===== config.mk =====
export PLATFORM = sky130hd
export DESIGN_NAME = pt_walker
export DESIGN_NICKNAME = d
export VERILOG_FILES = /design/src/rtl/pt_walker.sv
export SDC_FILE = /design/constraint.sdc
export NUM_CORES = 1
export LEC_CHECK = 0
export BUFFER_PORTS_ARGS = -buffer_cell sky130_fd_sc_hd__clkbuf_2
export CELL_PAD_IN_SITES_DETAIL_PLACEMENT = 1
export CELL_PAD_IN_SITES_GLOBAL_PLACEMENT = 2
export CORE_MARGIN = 3
export CORE_UTILIZATION = 34
export DETAILED_ROUTE_END_ITERATION = 6
export GPL_TIMING_DRIVEN = 0
export PLACE_DENSITY = 0.85
export SLEW_MARGIN = 15
export SYNTH_ARGS = -nofsm -noshare
export SYNTH_HDL_FRONTEND = slang
export SYNTH_SLANG_ARGS = --single-unit

===== constraint.sdc =====
create_clock -name clk -period 10.1 [get_ports clk]
set_clock_uncertainty 0.1 [all_clocks]
set_input_delay 1.515 -clock clk [delete_from_list [all_inputs] [get_ports clk]]
set_output_delay 1.515 -clock clk [all_outputs]
set_load 0.1 [all_outputs]

===== src/rtl/pt_walker.sv =====
module pt_walker #(
  parameter int VA_BITS  = 43,
  parameter int PG_BITS  = 13,
  parameter int IDX_BITS = 10,
  parameter int KRE_BIT  = 8,
  parameter int KWE_BIT  = 12
) (
  input  logic        clk,
  input  logic        rst_n,
  input  logic        req_valid,
  input  logic [63:0] req_va,
  input  logic [1:0]  req_acc,
  input  logic [1:0]  req_mode,
  input  logic [63:0] ptbr,
  output logic        mem_req,
  output logic [63:0] mem_addr,
  input  logic        mem_rsp_valid,
  input  logic [63:0] mem_rsp_data,
  output logic        done,
  output logic        res_ok,
  output logic [2:0]  res_fault,
  output logic [63:0] res_pa,
  output logic [2:0]  res_perm
);
  localparam logic [2:0] F_ACV = 3'd1, F_TNV = 3'd2, F_FOR = 3'd3, F_FOW = 3'd4, F_FOE = 3'd5;
  localparam logic [1:0] M_KERN = 2'd0, M_USER = 2'd1, M_PHYS = 2'd2;
  localparam logic [1:0] LAST = 2'd2;
  localparam logic [63:0] IDX_MASK = (64'd1 << IDX_BITS) - 64'd1;
  localparam logic [63:0] OFF_MASK = (64'd1 << PG_BITS) - 64'd1;

  typedef enum logic [1:0] {S_IDLE, S_ISSUE, S_WAIT} st_t;
  st_t st;
  logic [1:0]  lvl, acc_q, mode_q;
  logic [63:0] va_q, base_q;

  logic        legal, superpg, fin, f_ok, step;
  logic [2:0]  f_code, f_perm, need, grant, kept;
  logic [63:0] f_pa, frame;
  logic [5:0]  shamt;

  assign legal   = (&req_va[63:VA_BITS]) | ~(|req_va[63:VA_BITS]);
  assign superpg = req_va[63] & (req_va[42:41] == 2'b10);
  assign shamt   = 6'(PG_BITS + IDX_BITS * (LAST - lvl));
  assign mem_req  = (st == S_ISSUE);
  assign mem_addr = base_q + (((va_q >> shamt) & IDX_MASK) << 3);
  assign frame = {mem_rsp_data[63:32], 32'd0} >> (32 - PG_BITS);
  assign need  = 3'b001 << acc_q;
  assign grant = {mem_rsp_data[KRE_BIT + mode_q], mem_rsp_data[KWE_BIT + mode_q],
                  mem_rsp_data[KRE_BIT + mode_q]};
  assign kept  = grant & ~mem_rsp_data[3:1];

  always_comb begin
    fin = 1'b0; f_ok = 1'b0; f_code = 3'd0; f_pa = 64'd0; f_perm = 3'd0; step = 1'b0;
    if (st == S_IDLE && req_valid) begin
      if (req_mode == M_PHYS) begin
        fin = 1'b1; f_ok = 1'b1; f_pa = req_va; f_perm = 3'b111;
      end else if (!legal) begin
        fin = 1'b1; f_code = F_ACV;
      end else if (superpg) begin
        fin = 1'b1;
        if (req_mode == M_KERN) begin
          f_ok = 1'b1; f_perm = 3'b111;
          f_pa = {20'd0, req_va[40], 3'd0, req_va[39:0]};
        end else f_code = F_ACV;
      end
    end else if (st == S_WAIT && mem_rsp_valid) begin
      if (!mem_rsp_data[0]) begin
        fin = 1'b1; f_code = F_TNV;
      end else if (lvl != LAST) begin
        if (!mem_rsp_data[KRE_BIT]) begin fin = 1'b1; f_code = F_ACV; end
        else step = 1'b1;
      end else begin
        fin = 1'b1;
        if ((grant & need) == 3'd0) f_code = F_ACV;
        else if ((kept & need) == 3'd0)
          f_code = need[2] ? F_FOE : (need[1] ? F_FOW : F_FOR);
        else begin
          f_ok = 1'b1; f_perm = kept; f_pa = frame | (va_q & OFF_MASK);
        end
      end
    end
  end

  always_ff @(posedge clk) begin
    if (!rst_n) begin
      st <= S_IDLE; lvl <= 2'd0; acc_q <= 2'd0; mode_q <= 2'd0;
      va_q <= 64'd0; base_q <= 64'd0;
      done <= 1'b0; res_ok <= 1'b0; res_fault <= 3'd0; res_pa <= 64'd0; res_perm <= 3'd0;
    end else begin
      done <= fin;
      if (fin) begin
        res_ok <= f_ok; res_fault <= f_code; res_pa <= f_pa; res_perm <= f_perm;
      end
      case (st)
        S_IDLE: if (req_valid) begin
          va_q <= req_va; acc_q <= req_acc; mode_q <= req_mode;
          base_q <= ptbr; lvl <= 2'd0;
          if (!fin) st <= S_ISSUE;
        end
        S_ISSUE: st <= S_WAIT;
        S_WAIT: if (fin) st <= S_IDLE;
                else if (step) begin
                  st <= S_ISSUE; lvl <= lvl + 2'd1; base_q <= frame;
                end
        default: st <= S_IDLE;
      endcase
    end
  end

  AST_DONE_PULSE: assert property (@(posedge clk) disable iff (!rst_n) done |=> !done);
  AST_SINGLE_READ: assert property (@(posedge clk) disable iff (!rst_n) mem_req |=> !mem_req);
  AST_NO_READ_PHYS: assert property (@(posedge clk) disable iff (!rst_n) mem_req |-> mode_q != M_PHYS);
  AST_OK_HAS_NEED: assert property (@(posedge clk) disable iff (!rst_n) done && res_ok |-> (res_perm & need) != 3'd0);
  AST_FAULT_RANGE: assert property (@(posedge clk) disable iff (!rst_n) done && !res_ok |-> res_fault >= F_ACV && res_fault <= F_FOE);
  AST_SUPER_KERNEL: assert property (@(posedge clk) disable iff (!rst_n)
    done && res_ok && mode_q == M_USER |-> !(va_q[63] && va_q[42:41] == 2'b10));
endmodule


# --- Word-level counts from Yosys, hierarchy flattened ---
# Cells that the tools add are included.
word_totals:
  ff_bits: 208
  elab_cells: 125
op_classes:
  n_addsub: 6
  mul: 1
  order_cmp: 2
  eq_ne: 10
  shifts: 2
  muxes: 73
  bitwise_logic: 8
  reduce_logical: 12
ops:
  columns: ["op", "count"]
  rows:
  - ["$mux 64", 5]
  - ["$mux 45", 5]
  - ["$mux 44", 3]
  - ["$pmux 64 s2", 1]
  - ["$add 64x13->64", 1]
  - ["$shr 64x6->10", 1]
  - ["$mux 3", 19]
  - ["$or 45x13->45", 1]
  - ["$mul 3x32->5 const A", 1]
  - ["$mux 1", 29]
  - ["$reduce_and 21->1", 1]
  - ["$reduce_or 21->1", 1]
  - ["$lt 5x7->1 const B", 2]
  - ["$mux 2", 7]
  - ["$bmux 1 s6", 2]
  - ["$add 4x2->5 const A", 2]
  - ["$ne 2x2->1 const B", 5]
  - ["$and 3x3->3", 3]
  - ["$add 4x6->6 const A", 1]
  - ["$eq 2x2->1 const B", 3]
  - ["$logic_not 3->1", 2]
  - ["$pmux 2 s3", 1]
  - ["$logic_not 2->1", 2]
  - ["$pmux 2 s2", 1]
  - ["14 further kinds", 15]

# --- Logic depth before layout (Yosys ltp) ---
depth:
  word_depth: 12
  depth_mapped: 22
  ltp_nobuf: 16

# --- Worst setup path after synthesis ---
# OpenSTA, ideal clock, no wires.
synth_path:
  path_type: "register to output"
  from: "register lvl[0]"
  to: "output port mem_addr[53]"
  arrival_ps: 6493
  path_slack_ps: 1992
  stages_incl_launch_ff: 19
  n_path_buf: 6
  path_cell_list: "dfxtp_1 -> buf_2 -> buf_4 -> buf_4 -> inv_2 -> buf_1 -> ha_1 -> buf_1 -> buf_1 -> mux4_2 -> mux4_2 -> mux2_2 -> ha_1 -> a21oi_1 -> o21ai_0 -> a21oi_1 -> a2111oi_4 -> nand4_1 -> xnor2_1"
synth_between:
  elab_chain_len: 5
synth_lines:
  columns: ["element", "line_no", "rtl"]
  rows:
  - ["start: declaration", "33", "logic [1:0] lvl, acc_q, mode_q;"]
  - ["start signal: assignment", "86", "st <= S_IDLE; lvl <= 2'd0; acc_q <= 2'd0; mode_q <= 2'd0;"]
  - ["start signal: assignment", "97", "base_q <= ptbr; lvl <= 2'd0;"]
  - ["start signal: assignment", "103", "st <= S_ISSUE; lvl <= lvl + 2'd1; base_q <= frame;"]
  - ["$sub 2x2->3", "43", "assign shamt = 6'(PG_BITS + IDX_BITS * (LAST - lvl));"]
  - ["$mul 3x32->5", "43", null]
  - ["$add 4x6->6", "43", null]
  - ["$shr 64x6->10", "45", "assign mem_addr = base_q + (((va_q >> shamt) & IDX_MASK) << 3);"]
  - ["$add 64x13->64", "45", null]
  - ["end: declaration", "16", "output logic [63:0] mem_addr,"]
# No other way between the ends.

# --- Final worst setup path ---
layout_path:
  from: "register lvl[0]"
  to: "output port mem_addr[58]"
# The elaborated chain is that of the path after synthesis.

==> results.json <==
{
  "avgSynthCellArea_um2": 8.73,
  "fin_crit_ns": 9.51,
  "place_congestion": 0.963,
  "die_area_um2": 38900,
  "register_area_um2": 4160,
  "yosysWarnings": 0,
  "die_y_um": 197,
  "yosysSeqAreaShare": 0.335,
  "ios": 337,
  "postCtsSetupBuffers": 0,
  "fin_cells": 2248,
  "min_path_type": "register to register",
  "root_buffer": "clkbuf_16",
  "ys_ff_latch": 208,
  "num_rows": 69,
  "pre_cts_ws_ns": 0.777,
  "cts_buffer_depth": 3,
  "synthDominantCellAreaShare": 0.335,
  "p_seq_frac": 0.360,
  "max_cap_viol_count": 0,
  "antenna_found_initial": 6,
  "cp.required_ns": 8.49,
  "power.total_mw": 2.66,
  "status": "finished clean",
  "max_slew.worst_pin.slew_ns": 1.10,
  "dr_total_vias": 12786,
  "final_nets": 1986,
  "ant_nets": 0,
  "final-hold-violation-count": 0,
  "coreArea_um2": 35800,
  "cts-hold-fix-buffers": 0,
  "power.switching_mw": 1.08,
  "rsz0062_at_grt": "no",
  "netlist_area_um2": 12400,
  "synth_edf_count": 0,
  "multi_input_area_um2": 7610,
  "start_util": 0.347,
  "h-tree-depth": 1,
  "wirelength_um": 52700,
  "worst_slack_ns": 0.591,
  "rr_worst_depth": 13,
  "startpoint_type": "register",
  "drc": 0,
  "ys_async_sr_fraction": 0,
  "die-width_um": 197,
  "grt_max_degree": 14,
  "portBuffers": 315,
  "fin_setup_tns_ns": 0,
  "drt-initial-drc-count": 811,
  "synth_commonest_cells": "nand2_1 (281), dfxtp_1 (208), a21oi_1 (137)",
  "syn_inst": 1426,
  "ir_drop_v": 0.000106,
  "dr.pass1.iters": 5,
  "cts_buffers": 25,
  "cts.reportedPaths.clkPinSlew_ns": 0.06,
  "synth_ff_type": "dfxtp_1",
  "clock.fmax_ghz": 0.105,
  "first_global_vias": 13215,
  "finalCritPeriodShare": 0.941,
  "syn-num-nets": 1644,
  "viasPerCell": 5.69,
  "hpwl_um": 42100,
  "post_cts_resized": 0,
  "timing.hold.ws_ns": 0.356,
  "drv_slew": 0,
  "cts_sinks": 208,
  "grt_usage": 0.262,
  "cp.arrival_ns": 7.89,
  "ys_types": 64,
  "worstSetupPathType": "register to output pin",
  "wire_per_inst_um": 23.5,
  "setup_viol": 0,
  "grt_pass1_wl_um": 79600,
  "yosysTopAreaCell": "dfxtp_1",
  "whs_path_depth": 2,
  "leakagePower_nw": 5.94,
  "post_route_cells_drive_above_1_share": 0.296,
  "path_max_fanout": 12,
  "grt.overflow.total": 0,
  "slew_headroom": 0.266,
  "p_per_area_nw_per_um2": 173,
  "fill_cells": 4315,
  "yosysMostFrequentCell": "nand2_1",
  "swShare": 0.405,
  "clk_latency_ns": 0.55,
  "syn2layout_area_growth_pct": 23.7,
  "tritoncts": "yes",
  "synth_area_leaders": "dfxtp_1 (33%), nand2_1 (8.5%), a211oi_2 (7.8%), mux4_2 (7.2%), a21oi_1 (5.5%)",
  "dp.cells": 2202,
  "comb_power_share": 0.314,
  "worstSetupEndpointType": "output pin",
  "clkPwrFrac": 0.326,
  "power.internal_mw": 1.59
}
[critical path, cell delays in order, from the launching register on]
cell and delay (ns):
dfxtp_1 0.40, buf_2 0.26, buf_4 0.28, buf_4 0.26, inv_2 0.15, buf_1 0.31
ha_1 0.49, buf_1 0.58, clkbuf_2 0.47, mux2i_1 0.29, a21oi_1 0.15, mux4_2 0.50
nand2_1 0.08, o21ai_0 0.16, ha_1 0.34, a21o_1 0.14, nand4_1 0.14, a21oi_1 0.32
o31a_1 0.48, clkbuf_1 0.57, nand3_1 0.19, xnor2_1 0.25, clkbuf_2 0.50
[flip-flops by register name (all words and copies together) (netlist names)]
register / flops
acc_q: 2
va_q: 64
st: 2
res_perm: 3
mode_q: 2
res_ok: 1
res_pa: 64
done: 1
base_q: 64
lvl: 2
res_fault: 3
[stage by stage]
stage	util	area, µm²
4_1_cts	0.429	15400
6_report	0.430	15400
5_1_grt	0.430	15400
3_5_place_dp	0.408	14600
2_1_floorplan	-	12400
3_3_place_gp	0.408	14600
[area by class of cell]
cell class,instances,share of cell area
antenna,4,0.000650
buffer,135,0.0414
clock buffer,37,0.0475
clock inverter,5,0.00285
inverter,11,0.00268
multi-input combinational,1072,0.495
sequential,208,0.271
tap,461,0.0375
timing repair buffer,315,0.102
[power by group through the flow]
stage | registers (mW) | clock network [mW] | logic [mW]
6_report | 0.958 | 0.869 | 0.838
5_1_grt | 0.967 | 0.916 | 0.884
4_1_cts | 0.957 | 0.882 | 0.839
3_5_place_dp | 0.974 | 0 | 0.835
3_3_place_gp | 0.971 | 0 | 0.826
2_1_floorplan | 1.10 | 0 | 0.486
[layer usage]
layer,up-vias,global-route usage,part of all wire
li1,5979,-,-
met1,6285,0.338,0.43
met2,412,0.427,0.47
met3,106,0.0583,0.064
met4,4,0.102,0.042
met5,-,0,0.00044
[cell usage in the layout (no fill, tap or decap), types with 12 or more instances in the layout]
cell,count
clkbuf_2,317
nand2_1,281
dfxtp_1,208
a21oi_1,136
clkbuf_1,98
a211oi_2,78
nor2_1,68
nand3_1,66
xnor2_1,51
a32oi_1,43
mux4_2,40
mux2i_1,38
a311oi_1,36
nand4_1,27
clkbuf_16,25
o21ai_0,23
a32o_1,19
ha_1,17
nor2b_1,13
a211oi_1,13
buf_2,12
[cells by family (layout without fill, tap and decap cells)]
family	after synthesis	after routing	share of synthesized area
adder cells (fa/ha/maj)	18	18	0.0187
XOR/XNOR	58	58	0.0408
other	0	4	0
flip-flops	208	208	0.335
AND/OR/NAND/NOR	509	509	0.181
multiplexers	89	89	0.113
AO/OA/AOI/OAI	398	398	0.258
buffers and inverters	146	503	0.0543
[worst paths after layout]
check	startpoint	end	slack, ns
hold / removal	base_q[2]	base_q[2]	0.36
setup / recovery	lvl[0]	mem_addr[58]	0.59
hold reg to reg	base_q[2]	base_q[2]	0.36
setup reg to reg	lvl[0]	base_q[25]	5.76
Note: power is estimated with default switching activity, not from simulation.
